$ cat config.mk
export PLATFORM = sky130hd
export DESIGN_NAME = cfg2_port_mapper
export DESIGN_NICKNAME = d
export VERILOG_FILES = /design/src/rtl/cfg2_pkg.sv /design/src/rtl/cfg2_ctrl_regs.sv /design/src/rtl/cfg2_decode.sv /design/src/rtl/cfg2_xfer.sv /design/src/rtl/cfg2_port_mapper.sv
export SDC_FILE = /design/constraint.sdc
export NUM_CORES = 1
export LEC_CHECK = 0
export BUFFER_PORTS_ARGS = -buffer_cell sky130_fd_sc_hd__buf_2
export CAP_MARGIN = 20
export CORE_MARGIN = 2
export CORE_UTILIZATION = 42
export CTS_CLUSTER_SIZE = 40
export DETAILED_ROUTE_END_ITERATION = 16
export PLACE_DENSITY = 0.77
export SYNTH_ARGS = -nofsm -noshare
export SYNTH_HDL_FRONTEND = slang
export SYNTH_HIERARCHICAL = 1
export SYNTH_SLANG_ARGS = --single-unit
export TNS_END_PERCENT = 20
$ cat constraint.sdc
create_clock -name clk -period 2.8 [get_ports clk]
set_input_delay 0.28 -clock clk [delete_from_list [all_inputs] [get_ports clk]]
set_output_delay 0.28 -clock clk [all_outputs]
set_load 0.1 [all_outputs]
$ cat src/rtl/cfg2_pkg.sv
package cfg2_pkg;

    typedef enum logic [1:0] {
        SZ_BYTE  = 2'd0,
        SZ_WORD  = 2'd1,
        SZ_DWORD = 2'd2,
        SZ_RSVD  = 2'd3
    } xfer_size_e;

    typedef enum logic [1:0] {
        DEC_NONE,
        DEC_KEYREG,
        DEC_BUSREG,
        DEC_WINDOW
    } dec_kind_e;

    typedef enum logic {
        XF_IDLE,
        XF_WAIT
    } xfer_state_e;

    // Byte offset of the lowest enabled lane.
    function automatic logic [1:0] lane_offset(input xfer_size_e sz, input logic [1:0] lo);
        case (sz)
            SZ_BYTE: lane_offset = lo;
            SZ_WORD: lane_offset = {lo[1], 1'b0};
            default: lane_offset = 2'd0;
        endcase
    endfunction

    function automatic logic [3:0] lane_enables(input xfer_size_e sz, input logic [1:0] lo);
        logic [3:0] base;
        case (sz)
            SZ_BYTE: base = 4'b0001;
            SZ_WORD: base = 4'b0011;
            default: base = 4'b1111;
        endcase
        lane_enables = base << lane_offset(sz, lo);
    endfunction

    function automatic logic [31:0] size_mask(input xfer_size_e sz);
        case (sz)
            SZ_BYTE: size_mask = 32'h0000_00FF;
            SZ_WORD: size_mask = 32'h0000_FFFF;
            default: size_mask = 32'hFFFF_FFFF;
        endcase
    endfunction

endpackage

$ cat src/rtl/cfg2_ctrl_regs.sv
module cfg2_ctrl_regs #(
    parameter int REG_W = 8
) (
    input  logic             clk,
    input  logic             rst,
    input  logic             key_we,
    input  logic             bus_we,
    input  logic [REG_W-1:0] wdata,
    output logic [REG_W-1:0] key_q,
    output logic [REG_W-1:0] bus_q
);
    always_ff @(posedge clk) begin
        if (rst) begin
            key_q <= '0;
            bus_q <= '0;
        end else begin
            if (key_we) key_q <= wdata;
            if (bus_we) bus_q <= wdata;
        end
    end
endmodule

$ cat src/rtl/cfg2_decode.sv
module cfg2_decode
    import cfg2_pkg::*;
#(
    parameter int          AW        = 16,
    parameter logic [15:0] KEY_PORT  = 16'h0CF8,
    parameter logic [15:0] BUS_PORT  = 16'h0CFA,
    parameter logic [3:0]  WIN_NIB   = 4'hC
) (
    input  logic [AW-1:0] addr,
    input  xfer_size_e    size,
    input  logic          win_open,
    output dec_kind_e     kind
);
    localparam int NIB_LSB = 12;

    logic in_window;
    assign in_window = (addr[AW-1:NIB_LSB] == {{(AW-NIB_LSB-4){1'b0}}, WIN_NIB});

    always_comb begin
        kind = DEC_NONE;
        if (size != SZ_RSVD) begin
            if (win_open && in_window)
                kind = DEC_WINDOW;
            else if (size == SZ_BYTE && addr == AW'(KEY_PORT))
                kind = DEC_KEYREG;
            else if (size == SZ_BYTE && addr == AW'(BUS_PORT))
                kind = DEC_BUSREG;
        end
    end
endmodule

$ cat src/rtl/cfg2_xfer.sv
module cfg2_xfer
    import cfg2_pkg::*;
#(
    parameter int DW   = 32,
    parameter int REGW = 8
) (
    input  logic            clk,
    input  logic            rst,
    input  logic            ctrl_start,
    input  logic            ctrl_rd,
    input  logic [REGW-1:0] ctrl_rdata,
    input  logic            win_start,
    input  logic            win_wr,
    input  xfer_size_e      win_size,
    input  logic [11:0]     win_off,
    input  logic [2:0]      win_func,
    input  logic [7:0]      win_bus,
    input  logic [DW-1:0]   win_wdata,
    output logic            busy,
    output logic            io_done,
    output logic [DW-1:0]   io_rdata,
    output logic            cfg_req,
    output logic            cfg_wr,
    output logic [7:0]      cfg_bus,
    output logic [3:0]      cfg_dev,
    output logic [2:0]      cfg_func,
    output logic [7:0]      cfg_reg,
    output logic [DW/8-1:0] cfg_be,
    output logic [DW-1:0]   cfg_wdata,
    input  logic            cfg_ack,
    input  logic            cfg_err,
    input  logic [DW-1:0]   cfg_rdata
);
    xfer_state_e state_q;
    xfer_size_e  size_q;
    logic [1:0]  shift_q;
    logic [1:0]  lo;
    logic [1:0]  off;

    assign lo      = win_off[1:0];
    assign off     = lane_offset(win_size, lo);
    assign busy    = (state_q == XF_WAIT);
    assign cfg_req = busy;

    always_ff @(posedge clk) begin
        if (rst) begin
            state_q   <= XF_IDLE;
            io_done   <= 1'b0;
            io_rdata  <= '0;
            cfg_wr    <= 1'b0;
            cfg_bus   <= '0;
            cfg_dev   <= '0;
            cfg_func  <= '0;
            cfg_reg   <= '0;
            cfg_be    <= '0;
            cfg_wdata <= '0;
            size_q    <= SZ_BYTE;
            shift_q   <= '0;
        end else begin
            io_done <= 1'b0;
            case (state_q)
                XF_IDLE: begin
                    if (ctrl_start) begin
                        io_done <= 1'b1;
                        if (ctrl_rd) io_rdata <= DW'(ctrl_rdata);
                    end else if (win_start) begin
                        state_q   <= XF_WAIT;
                        cfg_wr    <= win_wr;
                        cfg_bus   <= win_bus;
                        cfg_dev   <= win_off[11:8];
                        cfg_func  <= win_func;
                        cfg_reg   <= {win_off[7:2], 2'b00};
                        cfg_be    <= lane_enables(win_size, lo);
                        cfg_wdata <= (win_wdata & size_mask(win_size)) << (8 * off);
                        size_q    <= win_size;
                        shift_q   <= off;
                    end
                end
                XF_WAIT: begin
                    if (cfg_ack) begin
                        state_q <= XF_IDLE;
                        io_done <= 1'b1;
                        if (!cfg_wr) begin
                            if (cfg_err)
                                io_rdata <= '1;
                            else
                                io_rdata <= (cfg_rdata >> (8 * shift_q)) & size_mask(size_q);
                        end
                    end
                end
                default: state_q <= XF_IDLE;
            endcase
        end
    end
endmodule

$ cat src/rtl/cfg2_port_mapper.sv
module cfg2_port_mapper
    import cfg2_pkg::*;
#(
    parameter int          AW       = 16,
    parameter int          DW       = 32,
    parameter logic [15:0] KEY_PORT = 16'h0CF8,
    parameter logic [15:0] BUS_PORT = 16'h0CFA,
    parameter logic [3:0]  WIN_NIB  = 4'hC
) (
    input  logic            clk,
    input  logic            rst,
    input  logic            io_req,
    input  logic            io_wr,
    input  logic [AW-1:0]   io_addr,
    input  logic [1:0]      io_size,
    input  logic [DW-1:0]   io_wdata,
    output logic            io_hit,
    output logic            io_done,
    output logic [DW-1:0]   io_rdata,
    output logic            cfg_req,
    output logic            cfg_wr,
    output logic [7:0]      cfg_bus,
    output logic [3:0]      cfg_dev,
    output logic [2:0]      cfg_func,
    output logic [7:0]      cfg_reg,
    output logic [DW/8-1:0] cfg_be,
    output logic [DW-1:0]   cfg_wdata,
    input  logic            cfg_ack,
    input  logic            cfg_err,
    input  logic [DW-1:0]   cfg_rdata
);
    localparam int REGW = 8;

    logic [REGW-1:0] key_q;
    logic [REGW-1:0] bus_q;
    logic            win_open;
    logic            busy;
    dec_kind_e       kind;
    xfer_size_e      size;
    logic            is_ctrl;

    assign size     = xfer_size_e'(io_size);
    assign win_open = (key_q[7:4] != 4'h0);

    cfg2_decode #(
        .AW(AW), .KEY_PORT(KEY_PORT), .BUS_PORT(BUS_PORT), .WIN_NIB(WIN_NIB)
    ) i_decode (
        .addr(io_addr), .size(size), .win_open(win_open), .kind(kind)
    );

    assign io_hit  = io_req && !busy && (kind != DEC_NONE);
    assign is_ctrl = (kind == DEC_KEYREG) || (kind == DEC_BUSREG);

    cfg2_ctrl_regs #(.REG_W(REGW)) i_regs (
        .clk(clk), .rst(rst),
        .key_we(io_hit && io_wr && kind == DEC_KEYREG),
        .bus_we(io_hit && io_wr && kind == DEC_BUSREG),
        .wdata(io_wdata[REGW-1:0]),
        .key_q(key_q), .bus_q(bus_q)
    );

    cfg2_xfer #(.DW(DW), .REGW(REGW)) i_xfer (
        .clk(clk), .rst(rst),
        .ctrl_start(io_hit && is_ctrl),
        .ctrl_rd(!io_wr),
        .ctrl_rdata(kind == DEC_KEYREG ? key_q : bus_q),
        .win_start(io_hit && kind == DEC_WINDOW),
        .win_wr(io_wr),
        .win_size(size),
        .win_off(io_addr[11:0]),
        .win_func(key_q[3:1]),
        .win_bus(bus_q),
        .win_wdata(io_wdata),
        .busy(busy),
        .io_done(io_done),
        .io_rdata(io_rdata),
        .cfg_req(cfg_req), .cfg_wr(cfg_wr), .cfg_bus(cfg_bus), .cfg_dev(cfg_dev),
        .cfg_func(cfg_func), .cfg_reg(cfg_reg), .cfg_be(cfg_be), .cfg_wdata(cfg_wdata),
        .cfg_ack(cfg_ack), .cfg_err(cfg_err), .cfg_rdata(cfg_rdata)
    );
endmodule

# == Word-level counts from Yosys, hierarchy flattened ==
# Cells that the tools add are included.
# word_totals
inputBits,88
ff_bits,112
# classes
muxes,39
reduce_logical,18
bitwise,4
n_eq_ne,13
shift,3
# ops
operator,count
32-bit 2-to-1 mux,14
32-bit case mux with 2 select lines,3
32-bit bitwise AND,2
"16-bit by 12-bit equality test with 1-bit output, second input constant",2
32-bit by 5-bit << shifter with 32-bit output,1
32-bit by 5-bit right shift with 32-bit output,1
2-bit 2-to-1 mux,8
4-bit 2-to-1 mux,4
1-bit logical AND,10
8-bit 2-to-1 mux,1
"2-bit != test, second input constant",4
4-bit case mux with 2 select lines,1
"2-bit by 1-bit equality test with 1-bit output, second input constant",3
1-bit 2-to-1 mux,5
"2-bit equality test, second input constant",2
"4-bit equality test, second input constant",1
2-bit logical NOT,2
1-bit case mux with 2 select lines,2
2-bit case mux with 2 select lines,1
4-bit AND reduction,1
4-bit nonzero test,1
4-bit by 2-bit << shifter with 4-bit output,1
3-bit AND reduction,1
"2-bit by 1-bit != test with 1-bit output, second input constant",1
other kinds (4),5

# == Depth between registers and ports, before layout ==
# logic_depth
depth_word,15
ltp_mapped,12

# == Hierarchy ==
# Netlist, hierarchy kept.
# by_module_without_submodules
mod,instances,seq_area_each_um2,cells_each,area_per_inst_um2
cfg2_xfer,1,1921.8,497,4379.2
cfg2_ctrl_regs,1,320.3,52,579.3
cfg2_port_mapper,1,0.0,22,201.4
cfg2_decode,1,0.0,11,85.1

# == Least setup slack after synthesis ==
# OpenSTA, ideal clock, no wires.
# synth_timing
path_kind,input -> register
startpoint,in io_addr[9]
endpoint,reg i_xfer.cfg_wdata[4]
n_path_buf,2
slack_ps,-1015
arrival_time_ps,3690
stages,12
cell_sequence,nor4bb_1 > nand4_1 > o31ai_1 > inv_1 > ha_1 > nor3b_2 > and2_1 > or3b_1 > buf_2 > buf_2 > nand3b_1 > o21ai_0
# synth_between
word_cells_on_any_way,18
classes_between,eq/ne (5); mux (4); bitwise (1); reduce/logical (8)
# synth_rtl
item,line_no,source
start: declaration,cfg2_port_mapper.sv:14,"input logic [AW-1:0] io_addr,"
16-bit by 12-bit equality test with 1-bit output (*),cfg2_decode.sv:24,else if (size == SZ_BYTE && addr == AW'(KEY_PORT))
1-bit logical AND (*),cfg2_decode.sv:24,
2-bit 2-to-1 mux (*),cfg2_decode.sv:24,
2-bit 2-to-1 mux (*),cfg2_decode.sv:22,if (win_open && in_window)
2-bit 2-to-1 mux (*),cfg2_decode.sv:21,if (size != SZ_RSVD) begin
named net kind[0],cfg2_port_mapper.sv:38,dec_kind_e kind;
2-bit nonzero test (*),cfg2_port_mapper.sv:51,assign io_hit = io_req && !busy && (kind != DEC_NONE);
1-bit logical AND (*),cfg2_port_mapper.sv:51,
named net io_hit,cfg2_port_mapper.sv:17,"output logic io_hit,"
1-bit logical AND,cfg2_port_mapper.sv:64,".ctrl_start(io_hit && is_ctrl),"
1-bit NOT (no line),--,
3-bit AND reduction (no line) (*),--,
end signal: assignment,cfg2_xfer.sv:74,cfg_wdata <= (win_wdata & size_mask(win_size)) << (8 * off);
end: declaration,cfg2_xfer.sv:29,"output logic [DW-1:0] cfg_wdata,"
# Mark *: on every way through the listed nets, which the timed path passes. The rest lies on a longest branch.
# A chain may end at the register's enable or synchronous reset.

# == Final worst setup path ==
# layout_timing
startpoint,reg i_regs.key_q[4]
endpoint,reg i_xfer.cfg_wdata[21]
# layout_between
elab_chain_len,9
word_cells_on_any_way,14
classes_between,eq/ne (3); mux (2); bitwise (1); reduce/logical (8)
# layout_lines
item,line_no,source
start: declaration,cfg2_ctrl_regs.sv:9,"output logic [REG_W-1:0] key_q,"
start signal: assignment,cfg2_ctrl_regs.sv:17,if (key_we) key_q <= wdata;
4-bit nonzero test (*),cfg2_port_mapper.sv:43,assign win_open = (key_q[7:4] != 4'h0);
named net win_open,cfg2_port_mapper.sv:36,logic win_open;
1-bit logical AND (*),cfg2_decode.sv:22,
2-bit 2-to-1 mux (*),cfg2_decode.sv:22,
2-bit 2-to-1 mux (*),cfg2_decode.sv:21,
named net kind[0],cfg2_port_mapper.sv:38,
2-bit by 1-bit equality test with 1-bit output (tied with other cells),cfg2_port_mapper.sv:52,assign is_ctrl = (kind == DEC_KEYREG) || (kind == DEC_BUSREG);
1-bit logical OR or 1-bit logical AND (tied branches),"cfg2_port_mapper.sv:52, cfg2_port_mapper.sv:51",
1-bit logical AND,cfg2_port_mapper.sv:64,
1-bit NOT (no line),--,
3-bit AND reduction (no line) (*),--,
# Marked as above.

==> flow_summary.toml <==
[status]
status = "completed"

[floorplan]
die_w_um = 116
num_io_pins = 183
chipHeight_um = 116
core-area_mm2 = 0.0121
start_util = 0.433
die_area_mm2 = 0.0134
rows = 40

[logic_synthesis]
synth_top_area_frac = 0.427
synthArstFlopShare = 0
synth_edf_count = 0
syn_area_mm2 = 0.00525
ys_seq_area_frac = 0.427
yosys_warnings = 6
synth_seq_cells = 112
yosysUniqueCellTypes = 48
syn_avg_cell_area_um2 = 9.01
netlist.top_cell.by_area = "dfxtp_1"
dominantRegCellSynth = "dfxtp_1"
synth_area_leaders = "dfxtp_1, mux2i_1, nand2_1"
synthTopCellsByCount = "dfxtp_1, nand2_1, a21oi_1"
syn_inst = 582
synth_most_common_cell = "dfxtp_1"

[layout]
biggestRegsByFlops = "i_xfer/cfg_wdata: 32 flops, i_xfer/io_rdata: 32 flops"
fin_util = 0.560
finalNetCount = 846
finish.instance_area_mm2 = 0.00678
diodes = 0
fill_cells = 1099
area_delta_synth_final_pct = 29.3
final_layout_size_suffix_gt1_frac = 0.344
final_cell_count_no_fill = 927
multi_input_area_mm2 = 0.00274
seqCellArea_mm2 = 0.00224

[clocking]
cts.sinks = 112
cts_root_buf = "clkbuf_16"
insertion_delay_ns = 0.35
cts_buffer_depth = 2
cts_tree = "done"
hold_buffers = 0
numCtsBuffers = 9
clk_pin_slew_ns = 0.08
htreeDepth = 3

[power_and_ir_drop]
p_clk_frac = 0.438
internal_power_mw = 2.48
share_seq_of_total_power = 0.490
p_sw_mw = 0.772
vdd_drop_max_mv = 0.344
p_leak_nw = 2.76
power_density_mw_per_mm2 = 479
p_sw_frac = 0.238
combinationalPowerShare = 0.072

[critical_path]
worst-path-buf-inv = 3
cp_slowest_cell = "or4_4"
path_class = "register to register"
cp_top_family = "simple AND/OR/NAND/NOR gates"
cp.arrival_ns = 2.87
setup.worst_path.end_class = "register"
cp_max_fo = 16
crit_chain = "or4_4 -> nand4_1 -> o31ai_2 -> inv_1 -> ha_4 -> nor3b_4 -> buf_4 -> and2_4 -> or3b_4 -> buf_6 -> nand2_1 -> a31oi_1"
cp_slowest_stage_delay_ns = 0.54
critPathLaunchType = "register"
cp_data_required_time_ns = 2.99

[worst_hold_path]
hp-class = "input port to register"

[routing]
vias = 5210
detail_route.wirelength_um = 16400
wire_per_inst_um = 17.7
first_pass_iters = 5
detail-route-antenna-nets = 0
drt_iter0_drc = 402
drc_errors = 0
vias_per_cell = 5.62

[global_route]
grt_pass1_vias = 4868
grt_overflow_total = 0
antenna_found_initial = 0
grt_max_degree = 79
grt_pass1_wl_um = 24900
grtUsageTotal = 0.239

[placed_design]
place_area_mm2 = 0.00637
place_hpwl_um = 11900
dp_cells = 907
gp_congestion = 0.899
port_buffers = 180

[timing]
clock_skew_ns = 0.00966
slew_headroom = 0.486
maxSlewViolCount = 0
min_period_ns = 2.68
min_period_over_period = 0.956
setup_viol = 0
worst_hold_slack_ns = 0.167
hold_viol = 0
worst_pin_slew_ns = 0.771
fmax_mhz = 374

[flow_run]
maxCapViolCount = 0
timing repair:
action / in CTS / in global routing
setup endpoints to repair: 62 / 65
resized for setup: 9 / 5
endpoints found under the hold margin: 0 / 0
pin swaps: 3 / 3
setup buffers: 4 / 1
cells in the final DEF, fill, tap and decap left out, drive strengths merged, types with 14 or more instances in the layout:
master / n
buf: 218
a22o: 17
mux2i: 41
dfxtp: 112
nand2: 80
o2bb2ai: 15
nor2: 31
a31oi: 15
nand4: 14
a21oi: 49
o211ai: 24
nand3: 17
layout make-up:
cell class	count	area share
inverter	6	0.00332
tap	168	0.0310
multi-input combinational	407	0.403
clock inverter	7	0.0149
clock buffer	9	0.0332
sequential	112	0.331
timing repair buffer	218	0.184
power by group through the flow:
stage / clock, mW / sequential, mW / combinational, mW
after floorplan: 0 / 1.63 / 0.114
after global placement: 0 / 1.63 / 0.224
after detailed placement: 0 / 1.63 / 0.230
after CTS: 1.45 / 1.59 / 0.231
after global routing: 1.51 / 1.59 / 0.250
final: 1.42 / 1.59 / 0.235
stage by stage:
| step | TNS [ns] | setup slack, ns | total power [mW] |
|---|---|---|---|
| finish | 0 | 0.124 | 3.25 |
| global route | -0.0102 | -0.00646 | 3.35 |
| CTS | -0.0272 | -0.0224 | 3.27 |
| detailed placement | -17.93 | -0.264 | 1.86 |
| global placement | -7.89 | -0.128 | 1.85 |
| floorplan | -48.87 | -0.558 | 1.74 |
worst min-delay path: cells and delay by family:
family | cells | cell delay (ns)
buffers and inverters | 1 | 0.10
and+or+nand+nor | 1 | 0.05
AOI/OAI and AO/OA | 1 | 0.05
worst paths after layout:
kind,startpoint,to,slack (ns),cells past startpoint
max,i_regs/key_q[4],i_xfer/cfg_wdata[21],0.12,12
min,io_addr[7],i_xfer/cfg_reg[7],0.17,3
max reg2reg,i_regs/key_q[4],i_xfer/cfg_wdata[21],0.12,12
min reg2reg,i_xfer/cfg_dev[2],i_xfer/cfg_dev[2],0.46,2
per-layer routing:
metal | GRT usage | wire length, um
met1 | 0.319 | 7290
met2 | 0.380 | 7340
met3 | 0.0507 | 1310
met4 | 0.0968 | 445
met5 | 0 | 0
cell families after synthesis:
kind of cell	after synthesis	synth area share
adders and majority gates	4	0.00954
DFF	112	0.427
AOI/OAI and AO/OA	157	0.209
and+or+nand+nor	195	0.195
other	1	0.000715
buffers and inverters	64	0.0625
muxes	49	0.0954
Note: power is estimated with default switching activity, not from simulation.
